File: src/rtl/hsync_clamp_gen.sv
module hsync_clamp_gen #(
  parameter int CNT_W = 8
) (
  input  logic             clk,
  input  logic             rst_n,
  input  logic             hs_in,
  input  logic             hs_low_act,
  input  logic [CNT_W-1:0] place_cfg,
  input  logic [CNT_W-1:0] width_cfg,
  output logic             clamp_out
);

  localparam logic [CNT_W-1:0] ONE = CNT_W'(1);

  typedef enum logic [1:0] {ST_IDLE, ST_WAIT, ST_ON} phase_t;

  logic             sy1, sy2, sy3;
  logic             trail;
  phase_t           phase;
  logic [CNT_W-1:0] cnt, width_lat;
  logic [CNT_W-1:0] place_eff, width_eff;

  assign place_eff = (place_cfg == '0) ? ONE : place_cfg;
  assign width_eff = (width_cfg == '0) ? ONE : width_cfg;
  assign trail     = sy3 & ~sy2;
  assign clamp_out = (phase == ST_ON);

  always_ff @(posedge clk) begin
    if (!rst_n) begin
      sy1 <= 1'b0;
      sy2 <= 1'b0;
      sy3 <= 1'b0;
    end else begin
      sy1 <= hs_in ^ hs_low_act;
      sy2 <= sy1;
      sy3 <= sy2;
    end
  end

  always_ff @(posedge clk) begin
    if (!rst_n) begin
      phase     <= ST_IDLE;
      cnt       <= '0;
      width_lat <= ONE;
    end else if (trail) begin
      phase     <= ST_WAIT;
      cnt       <= place_eff;
      width_lat <= width_eff;
    end else begin
      case (phase)
        ST_WAIT: begin
          if (cnt == ONE) begin
            phase <= ST_ON;
            cnt   <= width_lat;
          end else begin
            cnt <= cnt - ONE;
          end
        end
        ST_ON: begin
          if (cnt == ONE) phase <= ST_IDLE;
          else cnt <= cnt - ONE;
        end
        default: phase <= ST_IDLE;
      endcase
    end
  end

  logic [CNT_W:0] run_len;
  always_ff @(posedge clk) begin
    if (!rst_n) run_len <= '0;
    else if (clamp_out && !trail) run_len <= run_len + 1'b1;
    else run_len <= '0;
  end

  p_reset_low_r1: assert property (@(posedge clk) !rst_n |=> !clamp_out);
  p_abort_r7: assert property (@(posedge clk) disable iff (!rst_n) trail |=> !clamp_out);
  p_min_wait_r5: assert property (@(posedge clk) disable iff (!rst_n)
    $rose(clamp_out) |-> !$past(trail));
  p_width_r4: assert property (@(posedge clk) disable iff (!rst_n)
    (clamp_out && !trail) |=> (clamp_out || (run_len == {1'b0, width_lat})));
  p_no_overrun_r4: assert property (@(posedge clk) disable iff (!rst_n)
    clamp_out |-> (run_len < {1'b0, width_lat}));
  p_width_legal_r5: assert property (@(posedge clk) disable iff (!rst_n)
    width_lat != '0);

endmodule

File: config.mk
export PLATFORM = sky130hd
export DESIGN_NAME = hsync_clamp_gen
export DESIGN_NICKNAME = d
export VERILOG_FILES = /design/src/rtl/hsync_clamp_gen.sv
export SDC_FILE = /design/constraint.sdc
export NUM_CORES = 1
export LEC_CHECK = 0
export ABC_AREA = 0
export BUFFER_PORTS_ARGS = -buffer_cell sky130_fd_sc_hd__buf_4
export CAP_MARGIN = 20
export CORE_MARGIN = 3
export CORE_UTILIZATION = 40
export DETAILED_ROUTE_END_ITERATION = 6
export GPL_TIMING_DRIVEN = 0
export PLACE_DENSITY = 0.69
export SLEW_MARGIN = 40
export SYNTH_ARGS = -nofsm -noshare
export SYNTH_HDL_FRONTEND = slang
export SYNTH_SLANG_ARGS = --single-unit
export TNS_END_PERCENT = 50
File: constraint.sdc
create_clock -name clk -period 2.8 [get_ports clk]
set_input_delay 0.56 -clock clk [delete_from_list [all_inputs] [get_ports clk]]
set_output_delay 0.56 -clock clk [all_outputs]
set_load 0.1 [all_outputs]
# After elaboration in Yosys (flattened, before gate mapping)
# Index checks and enable logic that the tools add are counted.
# word_totals
rom_bits	0
register_bits	21
mem_bits_rw	0
n_memories	0
latchBits	0
inputBits	20
out_inout_bits	1
# op_classes
n_bitwise	4
shifts	0
mux	10
magnitude_cmp	0
n_reduce_logical	7
eq_ne	8
add_sub_neg	1
div_mod_pow	0
multipliers	0
# op_table
op	count
8-bit 2-to-1 mux	5
8-bit logical NOT	2
8-bit case mux with 2 select lines	1
8-bit by 1-bit equality test with 1-bit output, second input constant	1
8-bit by 1-bit subtractor with 8-bit output, second input constant	1
3-bit inequality test, second input constant	2
2-bit AND reduction	3
2-bit 2-to-1 mux	2
2-bit case mux with 2 select lines	1
3-bit by 1-bit inequality test with 1-bit output, second input constant	1
3-bit nonzero test	1
2-bit by 1-bit equality test with 1-bit output, second input constant	1
2-bit equality test, second input constant	1
2-bit by 1-bit inequality test with 1-bit output, second input constant	1
2-bit inequality test, second input constant	1
1-bit inverter	2
2-bit OR reduction	1
1-bit AND	1
1-bit 2-to-1 mux	1
1-bit XOR	1

# Longest topological paths before layout
# logic_depth
word_depth	4
mapped_depth	7
depth_no_buf	7

# Worst setup path after synthesis
# No wires, ideal clock.
# synth_timing
kind	flip-flop to flip-flop
startpoint	register phase[0]
endpoint	register cnt[5]
stages_incl_launch_ff	7
path_slack_ns	1.077
setup_time_ns	0.125
arrival_ns	1.598
path_cell_list	dfxtp_1 -> nand2b_1 -> inv_1 -> nor2_1 -> a21o_1 -> o211ai_1 -> o31ai_1
# synth_between
elab_chain_len	3
# synth_rtl
element	line_no	source
from (decl)	19	phase_t phase;
from (signal assigned)	42	phase <= ST_IDLE;
from (signal assigned)	46	phase <= ST_WAIT;
from (signal assigned)	53	phase <= ST_ON;
2-bit equality test (*)	-	
via clamp_out	10	output logic clamp_out
8-bit case mux with 2 select lines (tied with other cells)	50	case (phase)
8-bit 2-to-1 mux / 2-bit AND reduction (equally long branches)	-	
to (signal assigned)	47	cnt <= place_eff;
to (signal assigned)	54	cnt <= width_lat;
to (signal assigned)	56	cnt <= cnt - ONE;
to (decl)	20	logic [CNT_W-1:0] cnt, width_lat;
# The timed path passes the listed nets; every way through them passes the cells marked *.
# A chain may end at the register's enable or synchronous reset.

# Worst setup path in the final report
# layout_timing
startpoint	register cnt[1]
endpoint	register cnt[5]
# layout_between
elab_chain_len	4
# layout_rtl
element	line_no	source
8-bit by 1-bit subtractor with 8-bit output / 8-bit by 1-bit equality test with 1-bit output (equally long branches)	-	
8-bit 2-to-1 mux (on tied branches)	60, 52	
8-bit case mux with 2 select lines	50	
8-bit 2-to-1 mux	45	end else if (trail) begin
# Several ways; a longest one is shown, not always the timed one. The select of a mux whose other input is x is not followed.

==> flow_metrics.py <==
metrics = {
    "run_status": {
        "outcome": "finished clean",
    },
    "finish": {
        "fill_cells": 269,
        "nNetsFinal": 184,
        "instances_no_fill": 192,
        "fin_area_sq_um": 1390,
        "num_antenna_cells": 0,
        "area_delta_synth_final_pct": 18.4,
        "drive_gt1_share_pct": 23.0,
    },
    "timing": {
        "hold_viol": 0,
        "slew_viol_final": 0,
        "fin_crit_sh_pct": 67.6,
        "slew_headroom_pct": 64.4,
        "finalCriticalPeriod_ns": 1.89,
        "fin_setup_tns_ns": 0,
        "rsz0062_at_grt": "false",
        "clock_skew_ns": 0.00354,
        "finalSetupViolCount": 0,
        "fmax_mhz": 529,
        "hold_ws_ns": 0.451,
        "worst_slew_pin_slew_ns": 0.533,
    },
    "global_routing": {
        "grt_overflow": 0,
        "antenna_found_initial": 0,
        "grt_max_degree": 12,
        "grt_first_pass_wirelength_um": 4600,
        "grt_pass1_vias": 1017,
        "grt_usage_pct": 16.6,
    },
    "pwr": {
        "p_sw_share_pct": 29.3,
        "power.switching_mw": 0.187,
        "powerDensity_nw_per_um2": 459,
        "combPwrFrac_pct": 25.0,
        "clock_power_share_pct": 23.4,
        "intPower_mw": 0.451,
        "p_leak_nw": 0.533,
        "power_frac_seq_pct": 51.6,
        "ir_drop_mv": 0.285,
    },
    "clock_network": {
        "post_cts_buffers": 0,
        "clk_latency_ns": 0.30,
        "cts.clk_slew.worst_paths_ns": 0.12,
        "clock-sinks": 21,
        "clock_path_buffers": 2,
        "cts_made_buffers": 3,
        "htree_levels": 1,
        "cts_hold_buf": 0,
        "root_buffer": "clkbuf_4",
        "cts_tree": "built",
        "cts_resized": 0,
    },
    "die": {
        "num_io_pins": 21,
        "initial_core_util_pct": 42.2,
        "core-area_sq_um": 2780,
        "die_h_um": 60.1,
        "fp.dieArea_sq_um": 3620,
        "rows": 19,
        "die_w_um": 60.1,
    },
    "critical_path": {
        "worstPathMaxFanout": 5,
        "worstPathArrival_ns": 2.12,
        "critPathCaptureType": "flip-flop",
        "crit_path_start_kind": "flip-flop",
        "required_ns": 3.03,
        "worstSetupPathType": "reg -> reg",
    },
    "logic_synthesis": {
        "syn_avg_cell_area_sq_um": 8.56,
        "netlist_instances": 137,
        "ys_seq_area_share_pct": 35.9,
        "syn_area_sq_um": 1170,
        "synth_warnings": 0,
        "ys_seq_elements": 21,
        "syn-num-nets": 159,
        "synth_cell_types": 44,
    },
    "detailed_routing": {
        "avgViaCountPerCell": 5.61,
        "route.final.wire_length_um": 2690,
        "dr_total_vias": 1077,
        "drtPass1Iterations": 4,
        "drc_errors": 0,
        "wire_per_inst_um": 14.0,
        "ant_nets": 0,
        "drtIter0Drc": 37,
    },
    "worst_hold_path": {
        "hp-class": "reg -> reg",
    },
    "place": {
        "dp_hpwl_um": 2070,
        "dp_cells": 188,
        "gp_congestion": 0.898,
        "place_area_sq_um": 1360,
        "port_buffers": 20,
    },
    "run": {
        "maxCapViolations": 0,
    },
}
-- state kept, by name, summed over array words and instances (netlist names) --
register,count
cnt,8
phase,2
sy1,1
sy2,1
sy3,1
width_lat,8
-- worst paths after layout --
kind | from | endpoint | slack (ns) | cells past startpoint
worst max-delay path | cnt[1]$_SDFFE_PN0P_ | cnt[5]$_SDFFE_PN0P_ | 0.91 | 7
worst min-delay path | sy1$_SDFF_PN0_ | sy2$_SDFF_PN0_ | 0.45 | 1
worst max register to register | cnt[1]$_SDFFE_PN0P_ | cnt[5]$_SDFFE_PN0P_ | 0.91 | 7
worst min register to register | sy1$_SDFF_PN0_ | sy2$_SDFF_PN0_ | 0.45 | 1
-- per-layer routing --
layer | part of all wire (%) | routed length (um) | vias up | track usage, %
met2 | 48 | 1280 | 32 | 28.5
met1 | 46 | 1230 | 497 | 21.9
li1 | - | - | 546 | -
met3 | 6.0 | 162 | 2 | 1.94
met4 | 0.48 | 13 | 0 | 3.80
met5 | 0 | 0 | - | 0
-- worst max-delay path: stages, from the launching register on --
cell	delay (ns)
dfxtp_1	0.39
inv_1	0.09
ha_1	0.17
and2b_2	0.22
a31o_2	0.27
a21oi_2	0.27
nand2_1	0.16
o31ai_1	0.25
-- logic make-up (layout without fill, tap and decap cells) --
kind of cell               count (synthesis)  after routing  synth area share, %
AOI/OAI and AO/OA                         46             46                 27.5
xor gates and xnor gates                   4              4                 2.99
adders and majority gates                  2              2                 2.13
buffers and inverters                     10             34                 5.55
DFF                                       21             21                 35.9
muxes                                      1              1                0.960
and+or+nand+nor                           53             53                 25.0
-- power groups by stage --
stage | Sequential [mW] | Combinational (mW) | Clock (mW)
2_1_floorplan | 0.332 | 0.114 | 0
3_3_place_gp | 0.335 | 0.156 | 0
3_5_place_dp | 0.335 | 0.158 | 0
4_1_cts | 0.329 | 0.159 | 0.151
5_1_grt | 0.331 | 0.180 | 0.164
6_report | 0.329 | 0.159 | 0.149
-- metrics by stage --
stage | power, mW | utilization (%) | worst slack, ns
finish | 0.638 | 49.9 | 0.908
global route | 0.675 | 49.9 | 0.795
CTS | 0.639 | 49.9 | 0.913
detailed placement | 0.493 | 48.9 | 0.845
global placement | 0.491 | 48.9 | 0.841
floorplan | 0.446 | - | 1.08
-- placed cells by master (no fill, tap or decap), drive strengths merged, types with 2 or more instances in the layout --
master / n
a21boi: 10
a21o: 2
a21oi: 7
a22oi: 3
and2: 3
and2b: 2
and3: 2
buf: 21
clkbuf: 9
dfxtp: 21
ha: 2
inv: 4
nand2: 21
nand2b: 2
nand3: 2
nor2: 5
nor2b: 2
nor3: 4
nor4: 3
o211ai: 6
o21ai: 6
o31ai: 5
or3: 2
or4: 2
xnor2: 3
-- synth_stat cells --
master	instances	area share, %
nor4_2	1	1.1
a31o_2	1	0.75
a22oi_1	3	1.9
nor4_1	2	1.1
and3_1	1	0.53
nor2_4	1	0.96
buf_6	1	0.96
o21ai_1	2	0.85
a21boi_0	10	6.4
or2b_2	1	0.75
or3_1	2	1.1
and2b_2	2	1.5
o21ai_0	4	1.7
nand3_1	2	0.85
or4_1	1	0.64
o31ai_1	5	3.2
or4_4	1	0.96
nand2_1	21	6.7
nor3_1	4	1.7
clkbuf_1	3	0.96
nor3b_1	1	0.64
ha_1	2	2.1
clkbuf_8	2	2.3
inv_1	4	1.3
xor2_1	1	0.75
o22ai_1	1	0.53
and2_1	3	1.6
nand2b_1	2	1.1
nand4_1	1	0.53
a21oi_1	5	2.1
a31oi_1	1	0.53
a221oi_1	1	0.75
nor2_1	4	1.3
a211o_1	1	0.75
mux2_2	1	0.96
and3_4	1	0.96
dfxtp_1	21	36
a2bb2oi_1	1	0.75
xnor2_1	3	2.2
a211oi_1	1	0.64
nor2b_1	2	1.1
a21o_1	2	1.3
a21oi_2	2	1.5
o211ai_1	6	3.8
-- final cells by class --
cell class              instances  area (sq um)  share of cell area (%)
multi-input cells             106           687                    49.5
flip-flops and latches         21           420                    30.3
repair buffers                 20           150                    10.8
plain buffers                   6          50.0                    3.61
well taps                      31          38.8                    2.80
clock buffers                   4          26.3                    1.89
inverters                       4          15.0                    1.08
(Power assumes the default switching activity.)
